## src/rtl/fpsq_pkg.sv

```systemverilog
package fpsq_pkg;

  localparam int BIT_PGM = 0;
  localparam int BIT_ME  = 2;
  localparam int BIT_HV  = 3;

  localparam logic [7:0] CTRL_MASK = 8'h0D;
  localparam logic [7:0] C_NONE    = 8'h00;
  localparam logic [7:0] C_PGM     = 8'h01;
  localparam logic [7:0] C_ME      = 8'h04;
  localparam logic [7:0] C_HV      = 8'h08;
  localparam logic [7:0] C_PGM_HV  = 8'h09;
  localparam logic [7:0] C_ME_HV   = 8'h0C;

  typedef enum logic [3:0] {
    S_IDLE, S_P_ARM, S_P_LAT, S_P_HV, S_P_NVH,
    S_E_ARM, S_E_LAT, S_E_HV, S_E_NVH, S_RCV
  } fpsq_state_e;

  function automatic logic [7:0] ctrl_of(fpsq_state_e s);
    case (s)
      S_P_ARM, S_P_LAT: ctrl_of = C_PGM;
      S_P_HV:           ctrl_of = C_PGM_HV;
      S_E_ARM, S_E_LAT: ctrl_of = C_ME;
      S_E_HV:           ctrl_of = C_ME_HV;
      S_P_NVH, S_E_NVH: ctrl_of = C_HV;
      default:          ctrl_of = C_NONE;
    endcase
  endfunction

  function automatic logic is_busy(fpsq_state_e s);
    is_busy = (s == S_P_LAT) || (s == S_P_HV) || (s == S_P_NVH) ||
              (s == S_E_LAT) || (s == S_E_HV) || (s == S_E_NVH) ||
              (s == S_RCV);
  endfunction

endpackage

```

## src/rtl/fpsq_wait_timer.sv

```systemverilog
module fpsq_wait_timer #(
  parameter int CNT_W = 16
) (
  input  logic             clk,
  input  logic             rst,
  input  logic             load,
  input  logic [CNT_W-1:0] load_val,
  output logic             done,
  output logic             last
);
  logic [CNT_W-1:0] cnt_q;

  always_ff @(posedge clk) begin
    if (rst)               cnt_q <= '0;
    else if (load)         cnt_q <= load_val;
    else if (cnt_q != '0)  cnt_q <= cnt_q - 1'b1;
  end

  assign done = (cnt_q == '0);
  assign last = (cnt_q == {{(CNT_W-1){1'b0}}, 1'b1});

  a_r4_timer_counts_down: assert property (@(posedge clk) disable iff (rst)
    (!load && !done) |=> (cnt_q == $past(cnt_q) - 1'b1));
endmodule

```

## src/rtl/fpsq_row_guard.sv

```systemverilog
module fpsq_row_guard #(
  parameter int AW     = 11,
  parameter int ROW_LG = 6
) (
  input  logic               clk,
  input  logic               rst,
  input  logic               capture,
  input  logic [AW-1:ROW_LG] row_in,
  output logic [AW-1:ROW_LG] row_q,
  output logic               row_hit
);
  always_ff @(posedge clk) begin
    if (rst)          row_q <= '0;
    else if (capture) row_q <= row_in;
  end

  assign row_hit = (row_in == row_q);
endmodule

```

## src/rtl/fpsq_seq_fsm.sv

```systemverilog
module fpsq_seq_fsm
  import fpsq_pkg::*;
#(
  parameter int AW     = 11,
  parameter int CNT_W  = 16,
  parameter int T_NVS  = 4,
  parameter int T_PGS  = 12,
  parameter int T_PROG = 6,
  parameter int T_NVH  = 3,
  parameter int T_ME   = 20,
  parameter int T_NVH1 = 4,
  parameter int T_RCV  = 7
) (
  input  logic             clk,
  input  logic             rst,
  input  logic             ctrl_wr,
  input  logic [7:0]       ctrl_wdata,
  input  logic             fw_wr,
  input  logic [AW-1:0]    fw_addr,
  input  logic [7:0]       fw_data,
  input  logic             secure,
  input  logic             tmr_done,
  input  logic             tmr_last,
  input  logic             row_hit,
  output fpsq_state_e      state_q,
  output logic             tmr_load,
  output logic [CNT_W-1:0] tmr_val,
  output logic             row_cap,
  output logic             arr_latch,
  output logic [AW-1:0]    arr_addr,
  output logic [7:0]       arr_data,
  output logic             arr_hv,
  output logic             arr_prog,
  output logic             arr_erase,
  output logic             rd_busy,
  output logic             seq_err
);
  localparam logic [CNT_W-1:0] W_NVS  = CNT_W'(T_NVS);
  localparam logic [CNT_W-1:0] W_PGS  = CNT_W'(T_PGS);
  localparam logic [CNT_W-1:0] W_PROG = CNT_W'(T_PROG);
  localparam logic [CNT_W-1:0] W_NVH  = CNT_W'(T_NVH);
  localparam logic [CNT_W-1:0] W_ME   = CNT_W'(T_ME);
  localparam logic [CNT_W-1:0] W_NVH1 = CNT_W'(T_NVH1);
  localparam logic [CNT_W-1:0] W_RCV  = CNT_W'(T_RCV);

  fpsq_state_e nxt;
  logic [7:0]  cur, v;
  logic        zero_w, err_set, latch_go, prog_go, prog_on;

  always_comb begin
    cur = ctrl_of(state_q);
    v   = ctrl_wdata & CTRL_MASK;
    if (secure) v[BIT_PGM] = cur[BIT_PGM];
    zero_w   = ctrl_wr && (ctrl_wdata == 8'h00);
    nxt      = state_q;
    err_set  = 1'b0;
    latch_go = 1'b0;
    prog_go  = 1'b0;
    row_cap  = 1'b0;
    tmr_load = 1'b0;
    tmr_val  = '0;
    if (ctrl_wr) begin
      if (v != cur) begin
        err_set = 1'b1;
        case (state_q)
          S_IDLE:
            if (v == C_PGM)     begin nxt = S_P_ARM; err_set = 1'b0; end
            else if (v == C_ME) begin nxt = S_E_ARM; err_set = 1'b0; end
          S_P_ARM, S_E_ARM:
            if (v == C_NONE) begin nxt = S_IDLE; err_set = 1'b0; end
          S_P_LAT, S_E_LAT:
            if (v == C_NONE) begin
              nxt = S_RCV; tmr_load = 1'b1; tmr_val = W_RCV; err_set = 1'b0;
            end else if (tmr_done && state_q == S_P_LAT && v == C_PGM_HV) begin
              nxt = S_P_HV; tmr_load = 1'b1; tmr_val = W_PGS; err_set = 1'b0;
            end else if (tmr_done && state_q == S_E_LAT && v == C_ME_HV) begin
              nxt = S_E_HV; tmr_load = 1'b1; tmr_val = W_ME; err_set = 1'b0;
            end
          S_P_HV:
            if (v == C_HV && tmr_done && !prog_on) begin
              nxt = S_P_NVH; tmr_load = 1'b1; tmr_val = W_NVH; err_set = 1'b0;
            end
          S_E_HV:
            if (v == C_HV && tmr_done) begin
              nxt = S_E_NVH; tmr_load = 1'b1; tmr_val = W_NVH1; err_set = 1'b0;
            end
          S_P_NVH, S_E_NVH:
            if (v == C_NONE && tmr_done) begin
              nxt = S_RCV; tmr_load = 1'b1; tmr_val = W_RCV; err_set = 1'b0;
            end
          default: ;
        endcase
        if (zero_w) err_set = 1'b0;
      end
    end else if (fw_wr) begin
      case (state_q)
        S_P_ARM, S_E_ARM: begin
          nxt = (state_q == S_P_ARM) ? S_P_LAT : S_E_LAT;
          latch_go = 1'b1; row_cap = 1'b1;
          tmr_load = 1'b1; tmr_val = W_NVS;
        end
        S_P_HV:
          if (tmr_done && !prog_on && row_hit) begin
            latch_go = 1'b1; prog_go = 1'b1;
            tmr_load = 1'b1; tmr_val = W_PROG;
          end else err_set = 1'b1;
        default: err_set = 1'b1;
      endcase
    end else if (state_q == S_RCV && tmr_done) begin
      nxt = S_IDLE;
    end
  end

  always_ff @(posedge clk) begin
    if (rst) begin
      state_q   <= S_IDLE;
      seq_err   <= 1'b0;
      prog_on   <= 1'b0;
      arr_latch <= 1'b0;
      arr_addr  <= '0;
      arr_data  <= '0;
      arr_hv    <= 1'b0;
      arr_erase <= 1'b0;
      rd_busy   <= 1'b0;
    end else begin
      state_q   <= nxt;
      if (zero_w)       seq_err <= 1'b0;
      else if (err_set) seq_err <= 1'b1;
      if (prog_go)       prog_on <= 1'b1;
      else if (tmr_last) prog_on <= 1'b0;
      arr_latch <= latch_go;
      if (latch_go) begin
        arr_addr <= fw_addr;
        arr_data <= fw_data;
      end
      arr_hv    <= ctrl_of(nxt)[BIT_HV];
      arr_erase <= (nxt == S_E_HV);
      rd_busy   <= is_busy(nxt);
    end
  end

  assign arr_prog = prog_on;

  a_r4_hv_after_latch: assert property (@(posedge clk) disable iff (rst)
    $rose(arr_hv) |-> ($past(state_q) == S_P_LAT || $past(state_q) == S_E_LAT));
  a_r6_prog_under_hv: assert property (@(posedge clk) disable iff (rst)
    arr_prog |-> arr_hv);
  a_r9_erase_under_hv: assert property (@(posedge clk) disable iff (rst)
    arr_erase |-> arr_hv);
  a_r3_modes_exclusive: assert property (@(posedge clk) disable iff (rst)
    !(arr_prog && arr_erase));
  a_r10_busy_covers_hv: assert property (@(posedge clk) disable iff (rst)
    arr_hv |-> rd_busy);
  a_r12_err_no_strobe: assert property (@(posedge clk) disable iff (rst)
    (fw_wr && !ctrl_wr && err_set) |=> !arr_latch);
endmodule

```

## src/rtl/flash_seq_ctrl.sv

```systemverilog
module flash_seq_ctrl
  import fpsq_pkg::*;
#(
  parameter int AW     = 11,
  parameter int RA_W   = 2,
  parameter int ROW_LG = 6,
  parameter int CNT_W  = 16,
  parameter int T_NVS  = 4,
  parameter int T_PGS  = 12,
  parameter int T_PROG = 6,
  parameter int T_NVH  = 3,
  parameter int T_ME   = 20,
  parameter int T_NVH1 = 4,
  parameter int T_RCV  = 7
) (
  input  logic            clk,
  input  logic            rst,
  input  logic            reg_wr,
  input  logic [RA_W-1:0] reg_addr,
  input  logic [7:0]      reg_wdata,
  output logic [7:0]      rd_data,
  input  logic            fw_wr,
  input  logic [AW-1:0]   fw_addr,
  input  logic [7:0]      fw_data,
  input  logic            secure,
  output logic            arr_latch,
  output logic [AW-1:0]   arr_addr,
  output logic [7:0]      arr_data,
  output logic            arr_hv,
  output logic            arr_prog,
  output logic            arr_erase,
  output logic            rd_busy,
  output logic            seq_err
);
  localparam logic [RA_W-1:0] A_CTRL = RA_W'(0);
  localparam logic [RA_W-1:0] A_STAT = RA_W'(1);

  fpsq_state_e      state;
  logic             ctrl_wr, tmr_load, tmr_done, tmr_last, row_cap, row_hit;
  logic [CNT_W-1:0] tmr_val;
  logic [AW-1:ROW_LG] row_q;

  assign ctrl_wr = reg_wr && (reg_addr == A_CTRL);

  fpsq_wait_timer #(.CNT_W(CNT_W)) u_tmr (
    .clk(clk), .rst(rst), .load(tmr_load), .load_val(tmr_val),
    .done(tmr_done), .last(tmr_last)
  );

  fpsq_row_guard #(.AW(AW), .ROW_LG(ROW_LG)) u_row (
    .clk(clk), .rst(rst), .capture(row_cap), .row_in(fw_addr[AW-1:ROW_LG]),
    .row_q(row_q), .row_hit(row_hit)
  );

  fpsq_seq_fsm #(
    .AW(AW), .CNT_W(CNT_W), .T_NVS(T_NVS), .T_PGS(T_PGS), .T_PROG(T_PROG),
    .T_NVH(T_NVH), .T_ME(T_ME), .T_NVH1(T_NVH1), .T_RCV(T_RCV)
  ) u_fsm (
    .clk(clk), .rst(rst), .ctrl_wr(ctrl_wr), .ctrl_wdata(reg_wdata),
    .fw_wr(fw_wr), .fw_addr(fw_addr), .fw_data(fw_data), .secure(secure),
    .tmr_done(tmr_done), .tmr_last(tmr_last), .row_hit(row_hit),
    .state_q(state), .tmr_load(tmr_load), .tmr_val(tmr_val), .row_cap(row_cap),
    .arr_latch(arr_latch), .arr_addr(arr_addr), .arr_data(arr_data),
    .arr_hv(arr_hv), .arr_prog(arr_prog), .arr_erase(arr_erase),
    .rd_busy(rd_busy), .seq_err(seq_err)
  );

  always_ff @(posedge clk) begin
    if (rst)                    rd_data <= 8'h00;
    else if (reg_addr == A_CTRL) rd_data <= ctrl_of(state);
    else if (reg_addr == A_STAT) rd_data <= {6'b0, rd_busy, seq_err};
    else                        rd_data <= 8'h00;
  end

  a_r7_byte_in_row: assert property (@(posedge clk) disable iff (rst)
    (arr_latch && arr_prog) |-> (arr_addr[AW-1:ROW_LG] == row_q));
  a_r2_reserved_zero: assert property (@(posedge clk) disable iff (rst)
    (rd_data & 8'hF2) == 8'h00 || $past(reg_addr) != A_CTRL);
endmodule

```

## config.mk

```make
export PLATFORM = sky130hd
export DESIGN_NAME = flash_seq_ctrl
export DESIGN_NICKNAME = d
export VERILOG_FILES = /design/src/rtl/fpsq_pkg.sv /design/src/rtl/fpsq_wait_timer.sv /design/src/rtl/fpsq_row_guard.sv /design/src/rtl/fpsq_seq_fsm.sv /design/src/rtl/flash_seq_ctrl.sv
export SDC_FILE = /design/constraint.sdc
export NUM_CORES = 1
export LEC_CHECK = 0
export BUFFER_PORTS_ARGS = -buffer_cell sky130_fd_sc_hd__buf_2
export CORE_ASPECT_RATIO = 0.9
export CORE_MARGIN = 10
export CORE_UTILIZATION = 50
export DETAILED_ROUTE_END_ITERATION = 8
export PLACE_DENSITY = 0.72
export SLEW_MARGIN = 10
export SYNTH_ARGS = -nofsm -noshare
export SYNTH_HDL_FRONTEND = slang
export SYNTH_SLANG_ARGS = --single-unit
export TNS_END_PERCENT = 100
```

## constraint.sdc

```tcl
create_clock -name clk -period 3.9 [get_ports clk]
set_input_delay 0.585 -clock clk [delete_from_list [all_inputs] [get_ports clk]]
set_output_delay 0.585 -clock clk [all_outputs]
set_load 0.01 [all_outputs]
```

Word-level counts from Yosys, hierarchy flattened:

Memory sizes are Yosys's and may differ from the RTL's. A register that Yosys moved wholly into a read port is not among the register bits.
Index checks and enable logic that the tools add are counted.

* add/subtract/negate cells: 1
* equality and inequality tests: 25
* muxes and demuxes: 72
* reductions and logical operators: 31

Operators with widths (count)
* 2-to-1 mux 16 bit: 7
* 2-to-1 mux 4 bit: 16
* case mux 16 bit (4 select lines): 1
* 2-to-1 mux 1 bit: 34
* case mux 16 bit (2 select lines): 1
* equality test 4 x 3 -> 1 bit (second input constant): 7
* case mux 4 bit (6 select lines): 1
* equality test 16 x 1 -> 1 bit (second input constant): 1
* equality test 4 x 2 -> 1 bit (second input constant): 4
* equality test 4 bit (second input constant): 4
* logical NOT 16 bit: 1
* logical NOT 8 bit: 2
* nonzero test 16 bit: 1
* subtractor 16 x 1 -> 16 bit (second input constant): 1
* logical AND 1 bit: 12
* 2-to-1 mux 3 bit: 4
* equality test 3 bit (second input constant): 3
* 2-to-1 mux 8 bit: 1
* != test 4 x 8 -> 1 bit: 1
* OR reduction 2 bit: 4
* logical OR 1 bit: 6
* case mux 1 bit (6 select lines): 1
* equality test 5 bit: 1
* 2-to-1 mux 5 bit: 1
* other kinds (11): 14

* register bits: 57
* bits in read-only memories: 144
* bits of input ports: 34
* word-level logic and storage cells: 143
* memories: 3

Memory list
* (no name shown): words 16, bits a word 3, rd ports 1, clocked after memory_dff 1, wr ports 0, RTL line fpsq_pkg.sv:21 `case (s)`
* (no name shown): words 16, bits a word 3, rd ports 1, clocked after memory_dff 1, wr ports 0, RTL line fpsq_pkg.sv:21
* (no name shown): words 16, bits a word 3, rd ports 1, clocked after memory_dff 1, wr ports 0, RTL line fpsq_pkg.sv:21

Longest topological paths before layout:

Gate-level depths: netlist (run 1).

* depth after elaboration: 16
* gate-level depth with buffers: 14
* gate-level depth less buffers: 14

By module:

Synthesis (run 1) repeated with hierarchy kept, for this count alone.

* cells, all modules: 411
* area, all modules: 3417.0 um^2

By module, submodules not included
* fpsq_seq_fsm: times used 1, cells an instance 250, area each 1974.4 um^2
* fpsq_wait_timer: times used 1, cells an instance 111, area each 972.2 um^2
* flash_seq_ctrl: times used 1, cells an instance 27, area each 235.2 um^2
* fpsq_row_guard: times used 1, cells an instance 23, area each 235.2 um^2

Worst setup path after synthesis (run 1):

No wires, ideal clock.

* path kind: input to register
* from: in reg_wdata[2]
* to: reg u_fsm.cur[3] (netlist name)
* setup time: 0.122 ns
* data arrival time: 2.983 ns
* slack: 0.795 ns
* cell stages on the path: 11
* buffers on the path: 1
* cell sequence: clkbuf_1 -> and2b_2 -> and2_2 -> nand3_1 -> a21oi_1 -> a2111oi_0 -> o31ai_1 -> or2_2 -> ha_1 -> and3_1 -> a221o_1

* longest elaborated chain between the ends: 9
* elaborated cells on any way between the ends: 25
* those cells by class: eq/ne: 6; mux: 13; reduce/logical: 6

Ends and longest elaborated chain
* start, declared: RTL line flash_seq_ctrl.sv:20 `input logic [7:0] reg_wdata,`
* equality test 3 bit: RTL line fpsq_seq_fsm.sv:76 `end else if (tmr_done && state_q == S_E_LAT && v == C_ME_HV) begin`
* logical AND 1 bit: RTL line fpsq_seq_fsm.sv:76
* 2-to-1 mux 4 bit: RTL line fpsq_seq_fsm.sv:76
* 2-to-1 mux 4 bit: RTL line fpsq_seq_fsm.sv:74 `end else if (tmr_done && state_q == S_P_LAT && v == C_PGM_HV) begin`
* 2-to-1 mux 4 bit: RTL line fpsq_seq_fsm.sv:72 `if (v == C_NONE) begin`
* case mux 4 bit (6 select lines): RTL line fpsq_seq_fsm.sv:65 `case (state_q)`
* 2-to-1 mux 4 bit *: RTL line fpsq_seq_fsm.sv:63 `if (v != cur) begin`
* 2-to-1 mux 4 bit *: RTL line fpsq_seq_fsm.sv:62 `if (ctrl_wr) begin`
* 2-to-1 mux 4 bit (no line) *

Mark *: on every way between the ends. The rest lies on a longest branch, timed or not.
A chain may end at the register's enable or synchronous reset.

Final worst setup path (run 1):

* from: reg u_tmr.cnt_q[4]
* to: reg u_fsm.cur[3] (netlist name)

* longest elaborated chain between the ends: 10
* elaborated cells on any way between the ends: 21
* those cells by class: mux: 12; reduce/logical: 9

Ends and longest elaborated chain
* start, declared: RTL line fpsq_wait_timer.sv:11 `logic [CNT_W-1:0] cnt_q;`
* start signal, assigned: RTL line fpsq_wait_timer.sv:15 `else if (load) cnt_q <= load_val;`
* start signal, assigned: RTL line fpsq_wait_timer.sv:16 `else if (cnt_q != '0) cnt_q <= cnt_q - 1'b1;`
* logical NOT 16 bit *: RTL line fpsq_wait_timer.sv:19 `assign done = (cnt_q == '0);`
* logical AND 1 bit (2 in series): RTL line fpsq_seq_fsm.sv:76
* 2-to-1 mux 4 bit: RTL line fpsq_seq_fsm.sv:76
* 2-to-1 mux 4 bit: RTL line fpsq_seq_fsm.sv:74
* 2-to-1 mux 4 bit: RTL line fpsq_seq_fsm.sv:72
* case mux 4 bit (6 select lines): RTL line fpsq_seq_fsm.sv:65
* 2-to-1 mux 4 bit: RTL line fpsq_seq_fsm.sv:63
* 2-to-1 mux 4 bit *: RTL line fpsq_seq_fsm.sv:62
* 2-to-1 mux 4 bit (no line) *

Marked as above.

==> results.rst, run 1 <==
.. list-table::
   :header-rows: 1

   * - Metric
     - Value
   * - Result of the run
     - finished clean
   * - Post-synthesis async set-or-reset flop share
     - 0%
   * - Number of flops mapped to enable cells by yosys
     - 0
   * - Clock Pin Slew Worst Setup and Hold Paths
     - ~0.07 ns
   * - Total of endpoints with negative setup slack in the final report
     - 0
   * - Adder-cell share of the synthesized area
     - ~3.5%
   * - Fraction of final layout cells sized beyond drive strength 1
     - between 20% and 30%
   * - Maximum ir drop on the vdd rail
     - 0.2790 mV
   * - Crit. End Element
     - register
   * - Placed cells
     - approximately 530
   * - Max Slew Vio Count
     - 0
   * - Largest family of logic cells by synthesized area
     - simple AND/OR/NAND/NOR gates
   * - Required time reported for the critical path endpoint
     - around 4.1 ns
   * - Reported net switching power
     - just under 0.7 mW
   * - Die Ht
     - 96.45 microns
   * - Dominant cells by area after synthesis
     - sky130_fd_sc_hd__dfxtp_1 35%, sky130_fd_sc_hd__nand2_1 8.3%, sky130_fd_sc_hd__a21oi_1 6.2%
   * - Mapped cell area
     - approximately 0.0032 sq mm
   * - Via/cell ratio
     - around 5.5
   * - Post-route design area
     - around 0.0037 sq mm
   * - Initial Util
     - 52.23%
   * - Fraction of power consumed by the clock network
     - between 20% and 30%
   * - Post-synth top flop
     - sky130_fd_sc_hd__dfxtp_1
   * - Beginning of the worst hold path
     - u_fsm.rd_busy
   * - Count of max-cap constraint violations
     - 0
   * - Number of antenna violations at the first check in global routing
     - 0
   * - Sequential standard cell area
     - roughly 0.0011 sq mm
   * - CP arrival
     - roughly 3.6 ns
   * - H-tree levels
     - 3
   * - Drt first pass iters
     - 4
   * - Via total after detailed routing
     - ~3000
   * - Slew @ Worst Pin
     - 0.7350 ns
   * - Placement row count
     - 27
   * - Worst slew slack as a fraction of its limit
     - slightly above 50%
   * - Synth Area in XOR/XNOR
     - under 10%
   * - Pwr dens
     - about 520 mW/mm^2
   * - Cells after Synth
     - just under 400
   * - Total number of clock tree sinks
     - 57
   * - Avg Inst Size Synth
     - between 8 and 9 sq um
   * - Per-cell routed wire length
     - 15.19 microns
   * - Final Hold Violating Endpoints
     - 0
   * - Clock latency on the worst-skew pair
     - 0.34 ns
   * - Type of element launching the critical path
     - register
   * - Setup TNS after final layout
     - 0 ns
   * - Final HPWL DP
     - approximately 6.2 mm
   * - Biggest fanout along the worst timing path
     - 7
   * - Layout overhead on the synthesized area
     - 14.57%
   * - Compound-cell area share of the yosys netlist
     - 17.23%
   * - Worst r2r src
     - u_tmr.cnt_q[4]
   * - Combinational fraction of design power
     - about a third
   * - GR Util All Layers
     - around 17%
   * - Number of nets in the layout
     - between 400 and 500
   * - Crit Path Class
     - reg2reg
   * - Weighted congestion at the end of routability-driven global placement
     - 0.9589
   * - Area of the multi-input gates
     - 0.001859 sq mm
   * - Leak
     - 1.512 nW
   * - Fmax achieved
     - about 0.30 GHz
   * - Iteration-0 DRC count of the detailed router
     - about 240
   * - Floorplan die area
     - about 0.01 sq mm
   * - Class of the worst hold path
     - reg2reg
   * - Tcrit/Tclk final
     - 85.67%
   * - Total placed instance area
     - between 0.003 and 0.004 sq mm
   * - Switching Fraction
     - between 30% and 40%
   * - Number of instances resized during post-cts repair
     - 0
   * - Most frequent standard cell in the layout excluding fill and tap cells
     - sky130_fd_sc_hd__nand2_1
   * - Flop pwr share
     - between 30% and 40%
   * - Clock buffers created by TritonCTS
     - 9
   * - Critical path startpoint
     - u_tmr.cnt_q[4]
   * - Port bufs
     - 62
   * - Number of buffers inserted by post-CTS setup repair
     - 0
   * - Post-synthesis mux area share
     - less than 1%
   * - Number of standard cells in the final layout excluding fillers
     - ~540
   * - Routed wire length
     - 8.266 mm
   * - Crit path time final
     - between 3 and 4 ns
   * - Number of routed nets with antenna violations
     - 0
   * - Final worst clock skew
     - about 0.0095 ns
   * - Commonest cells after routing, fill and taps aside
     - 72 x sky130_fd_sc_hd__nand2_1, 62 x sky130_fd_sc_hd__buf_2, 57 x sky130_fd_sc_hd__dfxtp_1
   * - Filler cell count in the final layout
     - roughly 570
   * - Sum of overflow across all layers after global routing
     - 0
   * - Yosys warns
     - 0
   * - Root buffer cell
     - sky130_fd_sc_hd__clkbuf_8
   * - Number of antenna repair diodes
     - 0
   * - Standard cell core area
     - 0.006216 sq mm
   * - Wire length of the first global-routing pass
     - around 14 mm
   * - CTS Buffer Depth
     - 2
   * - X dimension of the die
     - ~100 microns
   * - Vias in the first global route
     - just under 3000
   * - CTS hold repair buffers
     - 0
   * - RSZ-0062 raised after global routing
     - no
   * - Seq cells post-synth
     - 57
   * - Number of distinct library cells after synthesis
     - 71
   * - R2R Setup Slk
     - around 0.56 ns
   * - Fraction of post-synthesis cell area in the top cell type by area
     - about a third
   * - Fraction of the yosys area taken by sequential cells
     - approximately a third
   * - Post-route DRC violation count
     - 0
   * - Maximum number of pins on one net before global-route repair
     - 46
   * - Final-layout worst hold slack
     - 0.4348 ns
   * - Number of top-level pins
     - 67
   * - Cell Int Power
     - between 1 and 1.5 mW
   * - Largest area contributor in the synthesized netlist
     - sky130_fd_sc_hd__dfxtp_1
   * - Simple-gate portion of the synthesized area
     - just under 30%
   * - CTS tree
     - yes
[path summary, 6_finish.rpt]
check        cells after the start           end
max                             11  u_fsm.cur[3]
min                              2    rd_data[1]
max reg2reg                     11  u_fsm.cur[3]
min reg2reg                      2    rd_data[1]
[area by class of cell]
cell class	count	area share [%]
Multi-Input combinational cell	304	49.98
Inverter	11	1.110
Clock buffer	12	4.171
Timing Repair Buffer	69	9.754
Tap cell	87	2.926
Sequential cell	57	30.68
Clock inverter	4	1.379
[through the flow]
stage / util [%] / setup slack (ns) / power, mW
global route: 59.84 / 0.3163 / 2.045
CTS: 59.84 / 0.5811 / 1.926
global placement: 56.52 / 0.6263 / 1.334
detailed placement: 56.52 / 0.5725 / 1.351
floorplan: - / 0.7952 / 1.229
finish: 59.84 / 0.5590 / 1.916
[worst max-delay path: stages (launching register included)]
cell and delay [ns]:
sky130_fd_sc_hd__dfxtp_1 0.33, sky130_fd_sc_hd__or4_1 0.67, sky130_fd_sc_hd__nor4b_4 0.48, sky130_fd_sc_hd__a21oi_1 0.19, sky130_fd_sc_hd__o22a_1 0.28, sky130_fd_sc_hd__nand2_1 0.09
sky130_fd_sc_hd__o31ai_1 0.06, sky130_fd_sc_hd__buf_4 0.17, sky130_fd_sc_hd__or2_2 0.27, sky130_fd_sc_hd__ha_1 0.20, sky130_fd_sc_hd__and3_1 0.17, sky130_fd_sc_hd__a221o_1 0.33
[per-layer routing]
metal	share of wire, %	up-vias	track usage [%]
li1	-	1506	-
met1	45	1364	20.84
met2	44	119	25.16
met3	8.8	16	6.089
met4	1.8	0	7.306
met5	0	-	0
[logic make-up after synthesis]
logic type | count (synthesis)
xor gates and xnor gates | 20
DFF | 57
buffers and inverters | 38
adders and majority gates | 9
and+or+nand+nor | 185
AOI/OAI and AO/OA | 83
muxes | 3
other | 1
[synthesized netlist by cell type (4+ instances only)]
master,instances
sky130_fd_sc_hd__o22ai_1,4
sky130_fd_sc_hd__nand3_1,13
sky130_fd_sc_hd__nand4_1,5
sky130_fd_sc_hd__a21oi_1,40
sky130_fd_sc_hd__inv_1,10
sky130_fd_sc_hd__buf_4,4
sky130_fd_sc_hd__xnor2_1,15
sky130_fd_sc_hd__nor2_1,31
sky130_fd_sc_hd__xor2_1,5
sky130_fd_sc_hd__dfxtp_1,57
sky130_fd_sc_hd__ha_1,9
sky130_fd_sc_hd__or3_1,5
sky130_fd_sc_hd__and2_1,7
sky130_fd_sc_hd__nor3_1,12
sky130_fd_sc_hd__nor4_1,8
sky130_fd_sc_hd__clkbuf_1,13
sky130_fd_sc_hd__o21ai_0,10
sky130_fd_sc_hd__nand2_1,72
[power by group through the flow]
stage	registers [mW]	logic, mW	clock network, mW
final	0.739	0.607	0.570
after CTS	0.737	0.606	0.583
after global routing	0.755	0.684	0.606
after detailed placement	0.750	0.602	0
after global placement	0.747	0.587	0
after floorplan	0.732	0.497	0
[state kept, by name, summed over array words and instances, names as in the netlist]
name / flops
rd_data: 4
u_tmr.cnt_q: 16
u_fsm.arr_prog: 1
u_fsm.cur: 3
u_fsm.arr_latch: 1
u_fsm.state_q: 4
u_row.row_q: 5
u_fsm.arr_data: 8
u_fsm.rd_busy: 1
u_fsm.arr_erase: 1
u_fsm.arr_addr: 11
u_fsm.arr_hv: 1
u_fsm.seq_err: 1
Note: power is estimated with default switching activity, not from simulation.
==> inputs of run 2 (changes only) <==
Settings changed: CORE_ASPECT_RATIO 0.9 to 0.6, SKIP_CTS_REPAIR_TIMING set to 1.
==> run 2 against run 1 <==
Net effect:
- combinational power is 2% higher
- utilization increased by 0.60 points
- sequential share of layout area decreased by 0.19 points
- global-route usage rose by 0.81 points
- final area grew 0.64%
- sequential cell count unchanged
- clock skew fell by 0.0020 ns
- total power increased by 3.5%
- routed wire length is 7.4% higher
- non-clock buffer count increased by 1
- via count grew 2.3%
- setup slack got worse by 0.19 ns
- critical path type unchanged
==> results.rst, run 2 (synthesis gave the netlist of run 1 again) <==
.. list-table::
   :header-rows: 1

   * - Metric
     - Value
   * - Result of the run
     - finished clean
   * - Worst slew slack as a fraction of its limit
     - 44.47% (-6.5 points)
   * - Root buffer cell
     - sky130_fd_sc_hd__clkbuf_8
   * - Sequential standard cell area
     - 0.001141 sq mm (unchanged)
   * - Per-cell routed wire length
     - 16.39 microns (+7.8%)
   * - Placement row count
     - 22 (-19%)
   * - Placed cells
     - 526 (-0.38%)
   * - Drt first pass iters
     - 5 (+1)
   * - Clock latency on the worst-skew pair
     - 0.34 ns (about the same)
   * - Crit Path Class
     - reg2reg
   * - Floorplan die area
     - 0.01022 sq mm (+1.0%)
   * - RSZ-0062 raised after global routing
     - no
   * - Total of endpoints with negative setup slack in the final report
     - 0 (unchanged)
   * - Number of top-level pins
     - 67 (unchanged)
   * - CTS tree
     - yes
   * - Standard cell core area
     - 0.006193 sq mm (-0.36%)
   * - Via total after detailed routing
     - 3073 (+2.3%)
   * - Number of antenna violations at the first check in global routing
     - 0 (unchanged)
   * - Port bufs
     - 62 (unchanged)
   * - Number of standard cells in the final layout excluding fillers
     - 542 (-0.37%)
   * - Biggest fanout along the worst timing path
     - 7 (unchanged)
   * - Initial Util
     - 52.42% (+0.19 points)
   * - Required time reported for the critical path endpoint
     - 4.19 ns (+0.06 ns)
   * - Layout overhead on the synthesized area
     - 15.30%
   * - Max Slew Vio Count
     - 0 (unchanged)
   * - Fraction of final layout cells sized beyond drive strength 1
     - 22.93% (+0.39 points)
   * - Type of element launching the critical path
     - register
   * - Number of antenna repair diodes
     - 0 (unchanged)
   * - Crit path time final
     - 3.529 ns (+0.1875 ns)
   * - Wire length of the first global-routing pass
     - 14.09 mm (+1.3%)
   * - GR Util All Layers
     - 17.38% (+0.81 points)
   * - Largest registers
     - u_tmr.cnt_q x16, u_fsm.arr_addr x11, u_fsm.arr_data x8
   * - H-tree levels
     - 3 (unchanged)
   * - Die Ht
     - 82.42 microns (-15%)
   * - WP depth
     - 10 (-1)
   * - Clock buffers created by TritonCTS
     - 9 (unchanged)
   * - Post-route DRC violation count
     - 0 (unchanged)
   * - Family of cells with the greatest summed delay on the critical path
     - simple AND/OR/NAND/NOR gates
   * - Maximum number of pins on one net before global-route repair
     - 49 (+6.5%)
   * - CP arrival
     - 3.81 ns (+0.24 ns)
   * - Class of the worst hold path
     - reg2reg
   * - Most frequent standard cell in the layout excluding fill and tap cells
     - sky130_fd_sc_hd__nand2_1
   * - X dimension of the die
     - 124.0 microns (+18%)
   * - Commonest cells after routing, fill and taps aside
     - 72 x sky130_fd_sc_hd__nand2_1, 62 x sky130_fd_sc_hd__buf_2, 57 x sky130_fd_sc_hd__dfxtp_1
   * - Crit-path max cell delay
     - 0.68 ns (about the same)
   * - Total number of clock tree sinks
     - 57 (unchanged)
   * - Depth of the worst register-to-register path
     - 10 (-1)
   * - Top reg by flops
     - u_tmr.cnt_q
   * - Maximum ir drop on the vdd rail
     - 0.3703 mV (+33%)
   * - CTS Buffer Depth
     - 2 (unchanged)
   * - Slew @ Worst Pin
     - 0.8330 ns (+0.09798 ns)
   * - Number of nets in the layout
     - 496 (+0.20%)
   * - Final Hold Violating Endpoints
     - 0 (unchanged)
   * - Routed wire length
     - 8.881 mm (+7.4%)
   * - Max FFs per register
     - 16 (unchanged)
   * - Pwr dens
     - 529.8 mW/mm^2 (+2.9%)
   * - Number of routed nets with antenna violations
     - 0 (unchanged)
   * - Clock Pin Slew Worst Setup and Hold Paths
     - 0.07 ns (about the same)
   * - Hold depth
     - 2 (unchanged)
   * - Filler cell count in the final layout
     - 576 (+1.2%)
   * - Crit path buffers/inverters
     - 0 (-1)
   * - Critical path's slowest cell
     - sky130_fd_sc_hd__or4_1
   * - Weighted congestion at the end of routability-driven global placement
     - 0.9944 (+3.7%)
   * - Crit. End Element
     - register
   * - Leak
     - 1.525 nW (+0.84%)
   * - Vias in the first global route
     - 2726 (-7.0%)
   * - Final HPWL DP
     - 6.704 mm (+8.6%)
   * - Setup TNS after final layout
     - 0 ns (unchanged)
   * - Tcrit/Tclk final
     - 90.48% (+4.8 points)
   * - Sum of overflow across all layers after global routing
     - 0 (unchanged)
   * - Post-route design area
     - 0.003744 sq mm (+0.64%)
   * - Via/cell ratio
     - 5.670 (+2.6%)
   * - Total placed instance area
     - 0.003517 sq mm (+0.11%)
   * - Iteration-0 DRC count of the detailed router
     - 466 (+96%)
   * - Ordered list of cells on the worst path
     - or4_1 > nor4b_4 > nand3_1 > a21oi_1 > o21ai_0 > o32a_1 > nand2_1 > ha_1 > nor4_1 > a221o_1
   * - Post-layout total power
     - 1.983 mW (+3.5%)
   * - Final worst clock skew
     - 0.007443 ns (-0.002018 ns)
   * - Area of the multi-input gates
     - 0.001859 sq mm (unchanged)
   * - Fmax achieved
     - 0.2834 GHz (-5.3%)
   * - Count of max-cap constraint violations
     - 0 (unchanged)
run 2: final cells by class:
type / count / area share (%)
clock buffer: 9 / 3.309
inverter: 11 / 1.103
clock inverter: 7 / 2.741
tap: 84 / 2.807
timing repair buffer: 70 / 9.893
sequential: 57 / 30.48
multi-input combinational: 304 / 49.67
run 2: worst register-to-register path, stage by stage (launching register included):
cell and delay, ns:
sky130_fd_sc_hd__dfxtp_1 0.33, sky130_fd_sc_hd__or4_1 0.68, sky130_fd_sc_hd__nor4b_4 0.49, sky130_fd_sc_hd__nand3_1 0.24
sky130_fd_sc_hd__a21oi_1 0.27, sky130_fd_sc_hd__o21ai_0 0.18, sky130_fd_sc_hd__o32a_1 0.44, sky130_fd_sc_hd__nand2_1 0.11
sky130_fd_sc_hd__ha_1 0.24, sky130_fd_sc_hd__nor4_1 0.33, sky130_fd_sc_hd__a221o_1 0.16
run 2: metrics by stage:
stage / util [%] / worst slack, ns / hold slack, ns
3_3_place_gp: 56.79 / 0.5912 / 0.4344
5_1_grt: 60.44 / 0.1752 / 0.4474
2_1_floorplan: - / 0.7952 / 0.4444
6_report: 60.44 / 0.3715 / 0.4519
4_1_cts: 60.44 / 0.4553 / 0.4400
3_5_place_dp: 56.79 / 0.5178 / 0.4431
run 2: power by group:
| group | leakage [nW] | internal (mW) | switching [mW] |
|---|---|---|---|
| registers | 0.463 | 0.662 | 0.0785 |
| logic | 0.951 | 0.244 | 0.377 |
| clock network | 0.110 | 0.365 | 0.257 |
run 2: final timing paths:
| kind | from | slack [ns] | end |
|---|---|---|---|
| hold / removal | u_fsm.arr_data[1] | 0.45 | u_fsm.arr_data[1] |
| setup reg to reg | u_tmr.cnt_q[4] | 0.37 | u_fsm.cur[3] |
| setup / recovery | u_tmr.cnt_q[4] | 0.37 | u_fsm.cur[3] |
| hold reg to reg | u_fsm.arr_data[1] | 0.45 | u_fsm.arr_data[1] |
run 2: layer usage:
metal  share of wire, %  track usage [%]
met1                 46            25.21
met2                 39            23.23
met3                 15            6.572
met4               0.89            4.577
met5                  0                0
==> inputs of run 3 (changes only) <==
Settings changed: CELL_PAD_IN_SITES_DETAIL_PLACEMENT set to 1, CELL_PAD_IN_SITES_GLOBAL_PLACEMENT set to 1, CORE_MARGIN 10 to unset, CORE_UTILIZATION 50 to 40, PLACE_DENSITY 0.72 to 0.77, RECOVER_POWER set to 50.
==> run 3 against run 2 <==
Net effect:
- clock power up 37%
- largest power group is now the clock network
- critical path depth unchanged
- total power up 12%
- worst hold slack about the same
- critical endpoint is now u_fsm.rd_busy
- sequential cell count unchanged
- maximum frequency up 2.1%
- final area up 2.9%
- sequential share of layout area down 0.87 points
- routed wire length up 12%
- via count up 1.9%
- setup slack better by 0.073 ns
- clock skew down 0.0025 ns
==> results.rst, run 3 (synthesis gave the netlist of run 1 again) <==
.. list-table::
   :header-rows: 1

   * - Metric
     - Value
   * - Family of cells with the greatest summed delay on the critical path
     - simple AND/OR/NAND/NOR gates
   * - Maximum ir drop on the vdd rail
     - 0.2785 mV (-25%)
   * - Fraction of final layout cells sized beyond drive strength 1
     - 16.45% (-6.5 points)
   * - Drt first pass iters
     - 5 (unchanged)
   * - Crit path time final
     - 3.456 ns (-0.07273 ns)
   * - Placement row count
     - 25 (+14%)
   * - Critical path's slowest cell
     - sky130_fd_sc_hd__or4_1
   * - Die Ht
     - 71.79 microns (-13%)
   * - Clock latency on the worst-skew pair
     - 0.33 ns (about the same)
   * - Routed wire length
     - 9.975 mm (+12%)
   * - Worst slew slack as a fraction of its limit
     - 11.45% (-33 points)
   * - Commonest cells after routing, fill and taps aside
     - 72 x sky130_fd_sc_hd__nand2_1, 57 x sky130_fd_sc_hd__dfxtp_1, 40 x sky130_fd_sc_hd__a21oi_1
   * - Switching Fraction
     - 33.40% (-2.5 points)
   * - Pwr dens
     - 577.1 mW/mm^2 (+8.9%)
   * - Result of the run
     - finished clean
   * - Type of element launching the critical path
     - register
   * - Via/cell ratio
     - 5.493 (-3.1%)
   * - Post-route DRC violation count
     - 0 (unchanged)
   * - Final HPWL DP
     - 7.488 mm (+12%)
   * - Number of antenna repair diodes
     - 0 (unchanged)
   * - Vias in the first global route
     - 2991 (+9.7%)
   * - H-tree levels
     - 3 (unchanged)
   * - CTS Buffer Depth
     - 2 (unchanged)
   * - Hold depth
     - 2 (unchanged)
   * - RSZ-0062 raised after global routing
     - no
   * - Fmax achieved
     - 0.2894 GHz (+2.1%)
   * - Initial Util
     - 41.19% (-11 points)
   * - Total of endpoints with negative setup slack in the final report
     - 0 (unchanged)
   * - Class of the worst hold path
     - reg2reg
   * - Crit. End Element
     - register
   * - Crit path buffers/inverters
     - 1 (+1)
   * - Wire length of the first global-routing pass
     - 16.00 mm (+14%)
   * - Floorplan die area
     - 0.008493 sq mm (-17%)
   * - Tcrit/Tclk final
     - 88.61% (-1.9 points)
   * - Placed cells
     - 554 (+5.3%)
   * - Total number of clock tree sinks
     - 57 (unchanged)
   * - Per-cell routed wire length
     - 17.50 microns (+6.8%)
   * - Ordered list of cells on the worst path
     - or4_1 > nor4b_4 > nand3_1 > a21oi_1 > o21ai_0 > o32a_1 > inv_1 > ha_1 > or4b_1 > nand3_1
   * - Total placed instance area
     - 0.003577 sq mm (+1.7%)
   * - Maximum number of pins on one net before global-route repair
     - 29 (-41%)
   * - Cell Int Power
     - 1.481 mW (+17%)
   * - Largest registers
     - u_tmr.cnt_q x16, u_fsm.arr_addr x11, u_fsm.arr_data x8
   * - Via total after detailed routing
     - 3131 (+1.9%)
   * - Fraction of power consumed by the clock network
     - 38.2% (+6.8 points)
   * - Most frequent standard cell in the layout excluding fill and tap cells
     - sky130_fd_sc_hd__nand2_1
   * - Leak
     - 1.455 nW (-4.6%)
   * - Clock Pin Slew Worst Setup and Hold Paths
     - 0.05 ns (-0.02 ns)
   * - Final Hold Violating Endpoints
     - 0 (unchanged)
   * - Combinational fraction of design power
     - 28.4% (-2.9 points)
   * - Number of antenna violations at the first check in global routing
     - 0 (unchanged)
   * - CTS tree
     - yes
   * - Depth of the worst register-to-register path
     - 10 (unchanged)
   * - Post-route design area
     - 0.003854 sq mm (+2.9%)
   * - Number of top-level pins
     - 67 (unchanged)
   * - Final worst clock skew
     - 0.004901 ns (-0.002542 ns)
   * - Number of nets in the layout
     - 500 (+0.81%)
   * - X dimension of the die
     - 118.3 microns (-4.6%)
   * - Reported net switching power
     - 0.7428 mW (+4.2%)
   * - CP arrival
     - 3.73 ns (-0.08 ns)
   * - Iteration-0 DRC count of the detailed router
     - 338 (-27%)
   * - Crit Path Class
     - reg2reg
   * - Standard cell core area
     - 0.007883 sq mm (+27%)
   * - GR Util All Layers
     - 24.91% (+7.5 points)
   * - Flop pwr share
     - 33.4% (-3.9 points)
   * - Biggest fanout along the worst timing path
     - 7 (unchanged)
   * - Sum of overflow across all layers after global routing
     - 0 (unchanged)
   * - Clock buffers created by TritonCTS
     - 9 (unchanged)
   * - Count of max-cap constraint violations
     - 0 (unchanged)
   * - WP depth
     - 10 (unchanged)
   * - Required time reported for the critical path endpoint
     - 4.17 ns (-0.02 ns)
   * - Worst path most repeated cell
     - sky130_fd_sc_hd__nand3_1
   * - Port bufs
     - 62 (unchanged)
   * - Weighted congestion at the end of routability-driven global placement
     - 0.9714 (-2.3%)
   * - Slew @ Worst Pin
     - 1.328 ns (+0.4952 ns)
   * - Number of routed nets with antenna violations
     - 0 (unchanged)
   * - Max Slew Vio Count
     - 0 (unchanged)
   * - Layout overhead on the synthesized area
     - 18.69%
   * - Setup TNS after final layout
     - 0 ns (unchanged)
   * - Max FFs per register
     - 16 (unchanged)
   * - Top reg by flops
     - u_tmr.cnt_q
   * - Number of standard cells in the final layout excluding fillers
     - 570 (+5.2%)
   * - Root buffer cell
     - sky130_fd_sc_hd__clkbuf_16
   * - Crit-path max cell delay
     - 0.67 ns (about the same)
==> run 3: changes by cell type in the layout (fill, tap and decap cells not counted), moves of 2 or more <==
| cell | change |
|---|---|
| sky130_fd_sc_hd__and2_0 | +3 |
| sky130_fd_sc_hd__and2_1 | -3 |
| sky130_fd_sc_hd__buf_2 | -30 |
| sky130_fd_sc_hd__buf_4 | +2 |
| sky130_fd_sc_hd__clkbuf_1 | +33 |
| sky130_fd_sc_hd__clkbuf_16 | +9 |
| sky130_fd_sc_hd__clkbuf_8 | -8 |
| sky130_fd_sc_hd__clkinv_2 | +2 |
| sky130_fd_sc_hd__clkinv_4 | -2 |
==> run 3: area by class of cell <==
| type | instances | area, sq um |
|---|---|---|
| flip-flops and latches | 57 | 1141 |
| inverters | 11 | 41.29 |
| clock inverters | 5 | 78.83 |
| fillers | 1008 | 4029 |
| well taps | 108 | 135.1 |
| clock buffers | 11 | 242.7 |
| multi-input cells | 304 | 1859 |
| repair buffers | 74 | 355.3 |
==> run 3: final timing paths <==
path                     start                 to  slack, ns
max reg2reg     u_tmr.cnt_q[4]      u_fsm.rd_busy       0.44
min reg2reg  u_fsm.arr_addr[3]  u_fsm.arr_addr[3]       0.45
max             u_tmr.cnt_q[4]      u_fsm.rd_busy       0.44
min          u_fsm.arr_addr[3]  u_fsm.arr_addr[3]       0.45
==> run 3: worst min-delay path, cell delays in order (launching register included) <==
cell                      delay, ns
sky130_fd_sc_hd__dfxtp_1       0.31
sky130_fd_sc_hd__nand2_1       0.05
sky130_fd_sc_hd__a21oi_1       0.05
==> run 3: layer usage <==
layer	track usage (%)	share of wire, %	vias up
met5	0	0	-
met4	5.128	0.83	0
met3	8.439	6.6	8
met2	35.69	41	103
met1	35.89	52	1502
li1	-	-	1518
==> run 3: power by group through the flow <==
| stage | Sequential (mW) | Clock (mW) | Combinational (mW) |
|---|---|---|---|
| detailed placement | 0.753 | 0 | 0.622 |
| finish | 0.743 | 0.850 | 0.631 |
| global placement | 0.749 | 0 | 0.599 |
| CTS | 0.742 | 0.866 | 0.634 |
| floorplan | 0.732 | 0 | 0.497 |
| global route | 0.756 | 0.895 | 0.705 |
==> run 3: metrics by stage <==
stage | util, % | hold WS, ns | power, mW | setup WS (ns)
CTS | 49.46 | 0.4496 | 2.242 | 0.4605
global placement | 45.38 | 0.4338 | 1.348 | 0.5914
finish | 48.89 | 0.4517 | 2.224 | 0.4442
floorplan | - | 0.4444 | 1.229 | 0.7952
global route | 48.89 | 0.4750 | 2.356 | 0.1714
detailed placement | 45.38 | 0.4426 | 1.375 | 0.4892
